`config.mk`:
```
export PLATFORM = sky130hd
export DESIGN_NAME = scatter_intc
export DESIGN_NICKNAME = d
export VERILOG_FILES = /design/src/rtl/scatter_intc_pkg.sv /design/src/rtl/scatter_intc_sync.sv /design/src/rtl/scatter_intc_route.sv /design/src/rtl/scatter_intc_pend.sv /design/src/rtl/scatter_intc_prio.sv /design/src/rtl/scatter_intc.sv
export SDC_FILE = /design/constraint.sdc
export NUM_CORES = 1
export LEC_CHECK = 0
export ABC_AREA = 0
export BUFFER_PORTS_ARGS = -buffer_cell sky130_fd_sc_hd__buf_2
export CORE_MARGIN = 4
export CORE_UTILIZATION = 40
export CTS_BUF_LIST = sky130_fd_sc_hd__clkbuf_4 sky130_fd_sc_hd__clkbuf_8 sky130_fd_sc_hd__clkbuf_16
export DETAILED_ROUTE_END_ITERATION = 10
export MAX_ROUTING_LAYER = met4
export PLACE_DENSITY = 0.65
export SYNTH_ARGS = -nofsm -noshare
export SYNTH_HDL_FRONTEND = slang
export SYNTH_SLANG_ARGS = --single-unit
```
`constraint.sdc`:
```
create_clock -name clk -period 1.9 [get_ports clk]
set_input_delay 0.38 -clock clk [delete_from_list [all_inputs] [get_ports clk]]
set_output_delay 0.38 -clock clk [all_outputs]
set_load 0.05 [all_outputs]
```
`src/rtl/scatter_intc_pkg.sv`:
```
package scatter_intc_pkg;
  localparam int NSRC     = 64;
  localparam int DW       = 32;
  localparam int AW       = 3;
  localparam int SELW     = $clog2(NSRC);
  localparam int VEC_LSB  = DW - SELW;
  localparam int BITW     = $clog2(DW);
  localparam logic [DW-1:0] PRIO_RST = 32'h0530_9770;

  typedef enum logic [AW-1:0] {
    A_MASK_HI = 3'd0,
    A_MASK_LO = 3'd1,
    A_PEND_HI = 3'd2,
    A_PEND_LO = 3'd3,
    A_VECTOR  = 3'd4,
    A_CONFIG  = 3'd5,
    A_PRIO_HI = 3'd6,
    A_PRIO_LO = 3'd7
  } reg_addr_e;

  typedef enum logic [1:0] {
    SNS_LVL_LOW  = 2'd0,
    SNS_LVL_HIGH = 2'd1,
    SNS_FALL     = 2'd2,
    SNS_RISE     = 2'd3
  } sense_e;

  // Source lives in the high word when its 16-source group number is even.
  function automatic logic src_in_high(input int s);
    return ((s >> 4) & 1) == 0;
  endfunction

  // Bit position of a source inside its word.
  function automatic logic [BITW-1:0] src_bit(input int s);
    int b;
    if (s < 16)      b = (s == 0) ? 0 : 16 - s;
    else if (s < 32) b = (s <= 18) ? 18 - s : ((s == 31) ? 0 : 33 - s);
    else if (s < 48) b = 63 - s;
    else             b = s - 32;
    return BITW'(b);
  endfunction
endpackage

```
`src/rtl/scatter_intc_sync.sv`:
```
module scatter_intc_sync
  import scatter_intc_pkg::*;
#(
  parameter int N = NSRC
) (
  input  logic           clk,
  input  logic           rst_n,
  input  logic [N-1:0]   src_i,
  input  logic [2*N-1:0] sense_i,
  output logic [N-1:0]   set_o
);
  logic [N-1:0] stg1, stg2, stg3;

  always_ff @(posedge clk or negedge rst_n) begin
    if (!rst_n) begin
      stg1 <= '0;
      stg2 <= '0;
      stg3 <= '0;
    end else begin
      stg1 <= src_i;
      stg2 <= stg1;
      stg3 <= stg2;
    end
  end

  for (genvar s = 0; s < N; s++) begin : g_src
    always_comb begin
      unique case (sense_e'(sense_i[2*s +: 2]))
        SNS_LVL_LOW:  set_o[s] = ~stg2[s];
        SNS_LVL_HIGH: set_o[s] =  stg2[s];
        SNS_FALL:     set_o[s] = ~stg2[s] &  stg3[s];
        default:      set_o[s] =  stg2[s] & ~stg3[s];
      endcase
    end
  end
endmodule

```
`src/rtl/scatter_intc_route.sv`:
```
module scatter_intc_route
  import scatter_intc_pkg::*;
(
  input  logic [NSRC-1:0] set_src_i,
  input  logic [DW-1:0]   pend_hi_i,
  input  logic [DW-1:0]   pend_lo_i,
  input  logic [DW-1:0]   mask_hi_i,
  input  logic [DW-1:0]   mask_lo_i,
  output logic [DW-1:0]   set_hi_o,
  output logic [DW-1:0]   set_lo_o,
  output logic [NSRC-1:0] hit_o
);
  always_comb begin
    set_hi_o = '0;
    set_lo_o = '0;
    for (int s = 0; s < NSRC; s++) begin
      if (src_in_high(s)) set_hi_o[src_bit(s)] = set_hi_o[src_bit(s)] | set_src_i[s];
      else                set_lo_o[src_bit(s)] = set_lo_o[src_bit(s)] | set_src_i[s];
    end
  end

  always_comb begin
    for (int s = 0; s < NSRC; s++) begin
      if (src_in_high(s)) hit_o[s] = pend_hi_i[src_bit(s)] & mask_hi_i[src_bit(s)];
      else                hit_o[s] = pend_lo_i[src_bit(s)] & mask_lo_i[src_bit(s)];
    end
  end
endmodule

```
`src/rtl/scatter_intc_pend.sv`:
```
module scatter_intc_pend
  import scatter_intc_pkg::*;
#(
  parameter int W = DW
) (
  input  logic         clk,
  input  logic         rst_n,
  input  logic [W-1:0] set_i,
  input  logic [W-1:0] clr_i,
  output logic [W-1:0] pend_o
);
  // A hardware set beats a software clear on the same bit.
  always_ff @(posedge clk or negedge rst_n) begin
    if (!rst_n) pend_o <= '0;
    else        pend_o <= (pend_o & ~clr_i) | set_i;
  end
endmodule

```
`src/rtl/scatter_intc_prio.sv`:
```
module scatter_intc_prio
  import scatter_intc_pkg::*;
(
  input  logic [NSRC-1:0] hit_i,
  output logic [SELW-1:0] sel_o,
  output logic            valid_o
);
  // Number 0 is reserved for "none", so the scan stops at source 1.
  always_comb begin
    sel_o   = '0;
    valid_o = 1'b0;
    for (int s = NSRC - 1; s >= 1; s--) begin
      if (hit_i[s]) begin
        sel_o   = SELW'(s);
        valid_o = 1'b1;
      end
    end
  end
endmodule

```
`src/rtl/scatter_intc.sv`:
```
module scatter_intc
  import scatter_intc_pkg::*;
(
  input  logic              clk,
  input  logic              rst_n,
  input  logic [NSRC-1:0]   src_i,
  input  logic [2*NSRC-1:0] sense_i,
  input  logic              wr_en,
  input  logic [AW-1:0]     addr,
  input  logic [DW-1:0]     wdata,
  output logic [DW-1:0]     rdata,
  output logic              irq_o
);
  logic [DW-1:0]   mask_hi, mask_lo, pend_hi, pend_lo;
  logic [DW-1:0]   set_hi, set_lo, clr_hi, clr_lo;
  logic [DW-1:0]   cfg_q, prio_hi_q, prio_lo_q, vector;
  logic [NSRC-1:0] set_src, hit;
  logic [SELW-1:0] sel_src;
  logic            sel_valid;
  reg_addr_e       a;

  assign a = reg_addr_e'(addr);

  scatter_intc_sync #(.N(NSRC)) u_sync (
    .clk(clk), .rst_n(rst_n), .src_i(src_i), .sense_i(sense_i), .set_o(set_src)
  );

  scatter_intc_route u_route (
    .set_src_i(set_src), .pend_hi_i(pend_hi), .pend_lo_i(pend_lo),
    .mask_hi_i(mask_hi), .mask_lo_i(mask_lo),
    .set_hi_o(set_hi), .set_lo_o(set_lo), .hit_o(hit)
  );

  assign clr_hi = (wr_en && a == A_PEND_HI) ? wdata : '0;
  assign clr_lo = (wr_en && a == A_PEND_LO) ? wdata : '0;

  scatter_intc_pend #(.W(DW)) u_pend_hi (
    .clk(clk), .rst_n(rst_n), .set_i(set_hi), .clr_i(clr_hi), .pend_o(pend_hi)
  );
  scatter_intc_pend #(.W(DW)) u_pend_lo (
    .clk(clk), .rst_n(rst_n), .set_i(set_lo), .clr_i(clr_lo), .pend_o(pend_lo)
  );

  scatter_intc_prio u_prio (.hit_i(hit), .sel_o(sel_src), .valid_o(sel_valid));

  assign vector = sel_valid ? {sel_src, {VEC_LSB{1'b0}}} : '0;
  assign irq_o  = sel_valid;

  always_ff @(posedge clk or negedge rst_n) begin
    if (!rst_n) begin
      mask_hi   <= '0;
      mask_lo   <= '0;
      cfg_q     <= '0;
      prio_hi_q <= PRIO_RST;
      prio_lo_q <= PRIO_RST;
    end else if (wr_en) begin
      unique case (a)
        A_MASK_HI: mask_hi   <= wdata;
        A_MASK_LO: mask_lo   <= wdata;
        A_CONFIG:  cfg_q     <= wdata;
        A_PRIO_HI: prio_hi_q <= wdata;
        A_PRIO_LO: prio_lo_q <= wdata;
        default:   ;
      endcase
    end
  end

  always_ff @(posedge clk or negedge rst_n) begin
    if (!rst_n) rdata <= '0;
    else begin
      unique case (a)
        A_MASK_HI: rdata <= mask_hi;
        A_MASK_LO: rdata <= mask_lo;
        A_PEND_HI: rdata <= pend_hi;
        A_PEND_LO: rdata <= pend_lo;
        A_VECTOR:  rdata <= vector;
        A_CONFIG:  rdata <= cfg_q;
        A_PRIO_HI: rdata <= prio_hi_q;
        default:   rdata <= prio_lo_q;
      endcase
    end
  end
endmodule

```
==> metrics.txt <==
worst clock skew=~0.014 ns; Clk Latency, worst-skew pair=0.58 ns; Max-cap violations=0; DP Wirelength=between 40000 and 50000 um; Synth cell types=57; Via density=about 5.3; initial DRC count=between 900 and 1000; synthesized cell area=about 18000 um2; worst path required time=about 1.5 ns; Clock H-tree levels=2; DRT met1 WL=24800 um; relative slew slack=0.410; crit path kind=flip-flop to primary output; initial core utilization=0.408; register bit total from synthesis=448; clock root buffer=clkbuf_16; initial antenna violation count=0; first-pass GRT wire length=~90000 um; final worst setup slack=-0.820 ns; nets=between 2000 and 2500; Max Root-Sink Buffers=3; Hold WC Path Type=input pin to flip-flop; Post-Syn Nets=1719; Worst Path Arrival=2.34 ns; top-area cell type share of the netlist area=0.583; via count=approximately 14000; synth top area cells=dfrtp_1 58%, mux2_2 11%, nand2_1 5.7%; total of fill cells in the finished design=3787; core area=44600 um2; Seq/Total Area, Yosys=0.618; leakage power=0.0112 uW; DR pass1 iterations=5; TritonCTS clock tree=done; Mapped Cells=between 1000 and 1500; fmax=between 300 and 400 MHz; Placement Rows=77; Synth Flop Type=dfrtp_1; Die X=between 200 and 250 um; synth-to-layout area growth=35.8%; RSZ-0062 raised after global routing=yes; Global Route Usage Sum=0.236; Ports=approximately 260; design area=about 25000 um2; Largest regs=u_sync.stg1 (64), u_sync.stg2 (64), u_sync.stg3 (64); metal3 WL=approximately 3400 um; met2 routed WL=around 27000 um; drt total wl=56200 um; largest net degree at the start of global routing=between 80 and 90; clk sink count=between 400 and 500; share of layout cells above drive strength 1=0.401; grt total ovfl=0; uppermost layer routed=met4; setup violators final=5; fin. max-slew vios=0; Buffers on Ports=about 260; Max FO, Critical Path=3; Startpoint Class=flip-flop; fin crit period=about 2.7 ns; Post-synth EDFFs=0; crit end category=primary output; CTS Buf Count=48; Cell Area, Placed=between 20000 and 25000 um2; status=complete, but fails checks; Post-synth ARST share=1.00; number of nets with antenna violations after routing=0; Slew @ Worst Pin=roughly 0.88 ns; routed len/inst=slightly above 20 um; IR drop worst, VDD=between 0.6 and 0.7 mV; worst hold slack=approximately 0.052 ns; failing checks=setup timing; Syn Area/Cell=about 12 um2; Synth warnings=0; # DRC=0; total die area=between 40000 and 50000 um2; Worst-path clk slew=around 0.060 ns; final hold vios=0; Final Cycle Share=1.43; post-route setup TNS=-2.68 ns; Cell Pwr Density=1060 nW/um2; die height=approximately 220 um; total power=roughly 26000 uW; RePlAce Congestion=0.931; vias in the first global route=15427; dominant cell type by area after synthesis=dfrtp_1
## layer usage
metal,up-vias,track usage
met5,-,-
met4,0,0.0705
met3,98,0.0421
met2,464,0.367
met1,7274,0.322
li1,6627,-
## cell families after synthesis
kind of cell,after synthesis,synth area share
compound gates,287,0.116
buf+inv,57,0.0135
flops,448,0.618
mux,200,0.130
simple gates,497,0.123
## where the power goes
group / switching (uW) / leakage, uW / total, uW / internal (uW)
clock: 3900 / 0.000855 / 9750 / 5860
sequential: 646 / 0.00509 / 11400 / 10800
combinational: 2610 / 0.00527 / 5080 / 2480
total: 7150 / 0.0112 / 26200 / 19100
## cells in the mapped netlist (3+ instances only)
master,count
a221oi_1,9
buf_2,22
clkbuf_1,23
a31oi_1,11
mux2_2,171
nor3_1,7
buf_1,5
o2111ai_1,3
mux2i_1,15
o21ai_0,58
o311ai_0,62
and2_1,3
nand4_1,8
nor2_1,40
dfrtp_1,424
nand2b_1,6
o31ai_1,3
nor2b_1,72
nand2_1,277
o22ai_1,3
a211oi_1,10
nand3_1,72
inv_1,6
a32o_1,6
dfstp_2,24
a22o_1,18
a22oi_1,30
a222oi_1,6
mux2_1,3
mux4_2,11
a32oi_1,5
a21oi_1,35
o22a_1,7
## stage by stage
| step | worst slack [ns] | instances | utilization |
|---|---|---|---|
| 2_1_floorplan | -0.0633 | 1489 | - |
| 3_3_place_gp | -0.262 | 2543 | 0.498 |
| 3_5_place_dp | -0.250 | 2543 | 0.498 |
| 4_1_cts | -0.788 | 2701 | 0.552 |
| 5_1_grt | -0.878 | 2705 | 0.554 |
| 6_report | -0.820 | 2706 | 0.554 |
## worst max-delay path, cell delays in order, from the launching register on
cell     delay, ns
dfrtp_1       0.40
a22oi_2       0.23
buf_6         0.15
nand4_1       0.20
nor4_4        0.43
nand4_4       0.14
buf_8         0.19
## worst paths after layout
check	from	to	slack (ns)	depth (start not counted)
max	u_pend_lo.pend_o[16]$_DFF_PN0_	irq_o	-0.82	6
min	sense_i[46]	u_pend_lo.pend_o[10]$_DFF_PN0_	0.05	2
max reg2reg	u_pend_lo.pend_o[16]$_DFF_PN0_	rdata[27]$_DFF_PN0_	-0.50	11
min reg2reg	u_sync.stg1[26]$_DFF_PN0_	u_sync.stg2[26]$_DFF_PN0_	0.35	0
max in group asynchronous	rst_n	prio_lo_q[5]$_DFFE_PN1P_	0.81	3
min in group asynchronous	rst_n	u_sync.stg1[23]$_DFF_PN0_	0.28	2
## placed cells by master, fill, tap and decap left out, drive strengths merged, types with 33 or more instances in the layout
cell type      n
clkbuf        70
buf          520
o311ai        62
nor2          40
nor2b         72
nand2        278
nand3         72
o21ai         60
a21oi         35
a22oi         33
dfrtp        424
dlygate4sd3   65
mux2         174
## final cells by class
class	instances	area [um2]	share of cell area
antenna	1	2.50	0.000101
tap	592	741	0.0300
inverter	6	22.5	0.000912
sequential	448	11200	0.455
multi-input combinational	984	6840	0.277
clock buffer	70	1490	0.0603
clock inverter	20	190	0.00770
timing repair buffer	585	4180	0.169
## timing repair
action                                 in CTS  in global routing
buffers inserted                            4                  4
setup endpoints to repair                   6                  7
pin swaps                                   4                 10
hold buffers                               65                  0
resized for setup                           5                 13
endpoints found under the hold margin     114                  0
No activity file was read; power rests on OpenSTA's default activity.
